==> src/rtl/lu_pkg.sv <==
package lu_pkg;
  localparam int REG_AW  = 5;
  localparam int WORD_W  = 32;
  localparam int ADDR_W  = 32;
  localparam int PC_STEP = 4;

  typedef struct packed {
    logic branch;
    logic memWrite;
    logic memRead;
    logic regWrite;
  } ctrl_t;

  typedef struct packed {
    logic hold;    // freeze pc and fetch/decode latch
    logic bubble;  // zero control entering execute
  } strobe_t;
endpackage

==> src/rtl/lu_hazard_ctrl.sv <==
module lu_hazard_ctrl
  import lu_pkg::*;
#(
  parameter int RegAw  = REG_AW,
  parameter int NumSrc = 2
) (
  input  logic                           rst,
  input  ctrl_t                          exCtrl,
  input  logic [RegAw-1:0]               exDest,
  input  logic [NumSrc-1:0][RegAw-1:0]   idSrc,
  output strobe_t                        strobe
);
  logic [NumSrc-1:0] srcHit;
  logic loadWrites;
  logic hazard;

  assign loadWrites = exCtrl.regWrite && exCtrl.memRead && (exDest != '0);

  for (genvar s = 0; s < NumSrc; s++) begin : g_src
    assign srcHit[s] = (idSrc[s] == exDest);
  end

  assign hazard = loadWrites && (|srcHit);

  always_comb begin
    strobe.hold   = hazard && !rst;
    strobe.bubble = hazard && !rst;
  end
endmodule

==> src/rtl/lu_front_dp.sv <==
module lu_front_dp
  import lu_pkg::*;
#(
  parameter int AddrW  = ADDR_W,
  parameter int WordW  = WORD_W,
  parameter int RegAw  = REG_AW,
  parameter int PcStep = PC_STEP
) (
  input  logic              clk,
  input  logic              rst,
  input  strobe_t           strobe,
  input  logic [WordW-1:0]  fetchWord,
  input  logic [RegAw-1:0]  idDest,
  input  ctrl_t             idCtrl,
  output logic [AddrW-1:0]  pc,
  output logic [WordW-1:0]  ifIdWord,
  output ctrl_t             exCtrl,
  output logic [RegAw-1:0]  exDest
);
  localparam logic [AddrW-1:0] StepVal = AddrW'(PcStep);

  always_ff @(posedge clk) begin
    if (rst) begin
      pc       <= '0;
      ifIdWord <= '0;
    end else if (!strobe.hold) begin
      pc       <= pc + StepVal;
      ifIdWord <= fetchWord;
    end
  end

  always_ff @(posedge clk) begin
    if (rst) begin
      exCtrl <= '0;
      exDest <= '0;
    end else begin
      exCtrl <= strobe.bubble ? ctrl_t'('0) : idCtrl;
      exDest <= idDest;
    end
  end
endmodule

==> src/rtl/lu_stall_unit.sv <==
module lu_stall_unit
  import lu_pkg::*;
(
  input  logic                clk,
  input  logic                rst,
  input  logic [WORD_W-1:0]   fetchWord,
  input  logic [REG_AW-1:0]   idSrcA,
  input  logic [REG_AW-1:0]   idSrcB,
  input  logic [REG_AW-1:0]   idDest,
  input  logic [3:0]          idCtrl,
  output logic                pcWrEn,
  output logic                ifIdWrEn,
  output logic                bubbleSel,
  output logic [ADDR_W-1:0]   pc,
  output logic [WORD_W-1:0]   ifIdWord,
  output logic [3:0]          exCtrl,
  output logic [REG_AW-1:0]   exDest
);
  strobe_t strobe;
  ctrl_t   exCtrlQ;

  lu_hazard_ctrl #(.RegAw(REG_AW), .NumSrc(2)) ctrl_i (
    .rst    (rst),
    .exCtrl (exCtrlQ),
    .exDest (exDest),
    .idSrc  ({idSrcB, idSrcA}),
    .strobe (strobe)
  );

  lu_front_dp #(.AddrW(ADDR_W), .WordW(WORD_W), .RegAw(REG_AW), .PcStep(PC_STEP)) dp_i (
    .clk       (clk),
    .rst       (rst),
    .strobe    (strobe),
    .fetchWord (fetchWord),
    .idDest    (idDest),
    .idCtrl    (ctrl_t'(idCtrl)),
    .pc        (pc),
    .ifIdWord  (ifIdWord),
    .exCtrl    (exCtrlQ),
    .exDest    (exDest)
  );

  assign exCtrl    = exCtrlQ;
  assign pcWrEn    = !strobe.hold;
  assign ifIdWrEn  = !strobe.hold;
  assign bubbleSel = strobe.bubble;
endmodule

==> config.mk <==
export PLATFORM = sky130hd
export DESIGN_NAME = lu_stall_unit
export DESIGN_NICKNAME = d
export VERILOG_FILES = /design/src/rtl/lu_pkg.sv /design/src/rtl/lu_hazard_ctrl.sv /design/src/rtl/lu_front_dp.sv /design/src/rtl/lu_stall_unit.sv
export SDC_FILE = /design/constraint.sdc
export NUM_CORES = 1
export LEC_CHECK = 0
export BUFFER_PORTS_ARGS = -buffer_cell sky130_fd_sc_hd__buf_2
export CORE_ASPECT_RATIO = 0.5
export CORE_UTILIZATION = 50
export DETAILED_ROUTE_END_ITERATION = 7
export GPL_ROUTABILITY_DRIVEN = 1
export HOLD_SLACK_MARGIN = 0.02
export PLACE_DENSITY = 0.78
export SLEW_MARGIN = 15
export SYNTH_ARGS = -nofsm -noshare
export SYNTH_HDL_FRONTEND = slang
export SYNTH_SLANG_ARGS = --single-unit
==> constraint.sdc <==
create_clock -name clk -period 5.34 [get_ports clk]
set_input_delay 1.068 -clock clk [delete_from_list [all_inputs] [get_ports clk]]
set_output_delay 1.068 -clock clk [all_outputs]
set_load 0.01 [all_outputs]
==> impl_metrics.toml <==
[synth]
post_synthesis_sequential_element_count = 71
asyncSetResetFlopFracSynth_pct = 0
synth_cell_types = 34
postSynthAreaPerCell_um2 = 8.492
synth_top_flop_cell = "sky130_fd_sc_hd__dfxtp_1"
syn-instance-count = 395
synth-edff-count = 0
yosysSeqAreaShare_pct = 42.37
synth_area_um2 = 3354
synth.yosys.warnings = 0

[hold_path]
worst_hold_path.num_cells = 2
whs_endpoint = "dp_i.ifIdWord[11]$_SDFFE_PP0N_"
timing.hold.worst.class = "flip-flop to flip-flop"
hold_path_startpoint = "dp_i.ifIdWord[11]$_SDFFE_PP0N_"

[clock_network]
clkSlewWorstSetupHoldPaths_ps = 50
postCtsResizedCells = 0
clock_sink_count = 71
htree_num_levels = 3
cts_root_buffer = "sky130_fd_sc_hd__clkbuf_16"
cts_setup_buffers = 0
clock_path_buffers = 2
post_cts_hold_buffer_count = 0
clkLatencyLatePin_ps = 330
cts-buffers-inserted = 9
tritoncts = "built"

[power_and_ir_drop]
share_comb_of_total_power_pct = 9.1
cell_internal_pwr_uw = 1018
max-vdd-ir-drop_v = 0.0001962
clock_power_share_pct = 48.2
power-per-cell-area_nw_per_um2 = 305.5
seq_power_share_pct = 42.7
p_switching_uw = 298.4
swShare_pct = 22.67
cellLeakagePower_uw = 0.001893

[global_route]
largest_net_degree_at_the_start_of_global_routing = 100
globalRouteTotalUtil_pct = 23.99
globalRouteOverflowTotal = 0
grt_first_pass_wirelength_um = 13400
initial_antenna_violation_count = 0
number_of_global_route_vias_before_repair = 2962

[routing]
drt_drc_violations_left = 0
drt.antenna.violating_nets = 0
via_per_inst = 5.399
wl_per_cell_um = 13.63
initialDrtViolationCount = 228
met3WireLength_um = 426
detailroute.wirelength.met2_um = 3984
dr_total_vias = 3207
finalWirelength_um = 8099
topRoutingLayerUsed = "met4"
first_drt_pass_iteration_count = 4
drt-met1-wl_um = 3606

[sta]
setup_repair_after_global_routing_missed_its_margin = "no"
fmax_mhz = 275.2
tns_ps = 0
fin_crit_sh_pct = 68.06
slew_viol_final = 0
fin_skew_ps = 4.007
setup-violations-final = 0
min_period_ps = 3634
fin_worst_hold_slack_ps = 456.9
timing_hold_violations_final = 0
timing_worst_slew_pin_value_ps = 1005
worst_relative_slew_slack_pct = 33.01

[floorplanning]
start_util_pct = 53.62
floorplan.die_area_um2 = 7061
core_um2 = 6256
std_cell_rows = 20
ioPinCount = 129
die_height_um = 59.92
fp.dieW_um = 117.8

[setup_path]
crit_path_top_delay_cell = "sky130_fd_sc_hd__or3_1"
worstPathBufferInverterCount = 4
arrival_ps = 2570
cpMostUsedCell = "sky130_fd_sc_hd__buf_2"
critPathRequiredTime_ps = 4270
timing.critical_path.fanout_max = 41
rr_worst_depth = 6
critical_path.endpoint_type = "primary output"
reg2reg_to = "dp_i.ifIdWord[16]$_SDFFE_PP0N_"
crit_path_start_kind = "input port"
worst_r2r_startpoint = "dp_i.exDest[4]$_SDFF_PP0_"
crit_path_cell_trace = "buf_2 -> xnor2_1 -> nand3_1 -> o22a_1 -> buf_4 -> or3_1 -> inv_1 -> buf_2"
worst_path_dominant_cell_family = "simple AND/OR/NAND/NOR gates"
stage_delay_of_the_slowest_cell_on_the_critical_path_ps = 410
critPathKind = "input port to primary output"
setup.reg_to_reg.worst_slack_ps = 3070

[finish]
flow.area_growth_from_synthesis_pct = 28.42
antenna_diode_count = 0
ratio_of_cells_with_drive_above_1_in_the_final_layout_pct = 34.78
design.final.nets = 556

[place]
place_congestion = 0.7267
detailedPlacementHpwl_um = 5181
place.port_buffers = 126

[run]
maxCapViolCount = 0

[run_status]
run_status = "completed"
[metal layers]
layer	GRT usage, %	vias to the layer above
met1	27.48	1517
met2	43.87	81
met4	8.242	0
li1	-	1601
met5	0	-
met3	7.252	8
[kinds of logic after synthesis]
group | Yosys count | share of synthesized area (%)
mux | 28 | 9.399
buf+inv | 38 | 4.886
compound gates | 99 | 17.08
flops | 71 | 42.37
simple gates | 147 | 23.16
fa+ha+maj | 1 | 0.3729
other cells | 1 | 0.1118
xor+xnor | 10 | 2.611
[synth_stat cells, drive strengths merged (3+ instances only)]
library cell / instances / area [um^2]
xnor2: 10 / 87.58
mux2: 28 / 315.3
nand4: 7 / 43.79
clkbuf: 25 / 93.84
o21ai: 34 / 170.2
nand3: 47 / 235.2
dfxtp: 71 / 1421
buf: 11 / 62.56
nor2: 30 / 112.6
a21oi: 46 / 230.2
nand2: 9 / 33.78
nor3b: 5 / 37.54
o211ai: 3 / 27.52
nor2b: 33 / 206.5
a211oi: 10 / 75.07
and3: 8 / 50.05
[worst register-to-register path, stage by stage, from the launching register on]
cell	delay, ps
sky130_fd_sc_hd__dfxtp_1	410
sky130_fd_sc_hd__xnor2_1	150
sky130_fd_sc_hd__nand3_1	170
sky130_fd_sc_hd__o22ai_4	800
sky130_fd_sc_hd__buf_4	410
sky130_fd_sc_hd__nand3_1	110
sky130_fd_sc_hd__a21oi_1	140
[flip-flops by register name, summed over array words and instances (netlist names)]
signal,flops
dp_i.ifIdWord,32
dp_i.exCtrl,4
dp_i.exDest,5
dp_i.pc,30
[layout by cell type, fill, tap and decap left out, types with 7 or more instances in the layout]
cell	instances
sky130_fd_sc_hd__nor2b_1	33
sky130_fd_sc_hd__a211oi_1	10
sky130_fd_sc_hd__clkbuf_16	9
sky130_fd_sc_hd__nand2_1	9
sky130_fd_sc_hd__nand3_1	47
sky130_fd_sc_hd__a21oi_1	46
sky130_fd_sc_hd__xnor2_1	10
sky130_fd_sc_hd__mux2_2	27
sky130_fd_sc_hd__dfxtp_1	71
sky130_fd_sc_hd__and3_1	8
sky130_fd_sc_hd__nor2_1	30
sky130_fd_sc_hd__o21ai_0	34
sky130_fd_sc_hd__buf_2	126
sky130_fd_sc_hd__nand4_1	7
[how the worst max path moves through the flow]
stage,to,slack [ps],depth (start not counted),startpoint
detailed placement,bubbleSel,1740,8,idSrcA[4]
global placement,bubbleSel,1760,8,idSrcA[4]
CTS,bubbleSel,1700,8,idSrcA[4]
global route,bubbleSel,1560,8,idSrcA[2]
floorplan,pcWrEn,1950,6,idSrcA[4]
finish,bubbleSel,1710,8,idSrcA[4]
[per-stage QoR]
stage               setup WS [ps]  power [uW]  cell area (um^2)  instances  utilization [%]
global placement             1756       691.3              3994        579            63.84
floorplan                    1953       641.9              3358        396                -
detailed placement           1741       693.1              3994        579            63.84
CTS                          1704        1325              4308        594            68.86
global route                 1555        1366              4308        594            68.86
finish                       1706        1316              4308        594            68.86
[cell type report]
type,instances,area [um^2]
clock buffer,12,246.5
clock inverter,3,67.56
fill,522,1948
inverter,2,7.507
multi-input combinational,287,1787
sequential,71,1421
tap,88,110.1
timing repair buffer,131,668.1
[power by group through the flow]
stage / Clock (uW) / Sequential [uW] / Combinational, uW
after floorplan: 0 / 581 / 60.9
after global placement: 0 / 572 / 119
after detailed placement: 0 / 573 / 120
after CTS: 642 / 562 / 121
after global routing: 669 / 564 / 134
final: 634 / 562 / 120
No activity file was read; power rests on OpenSTA's default activity.
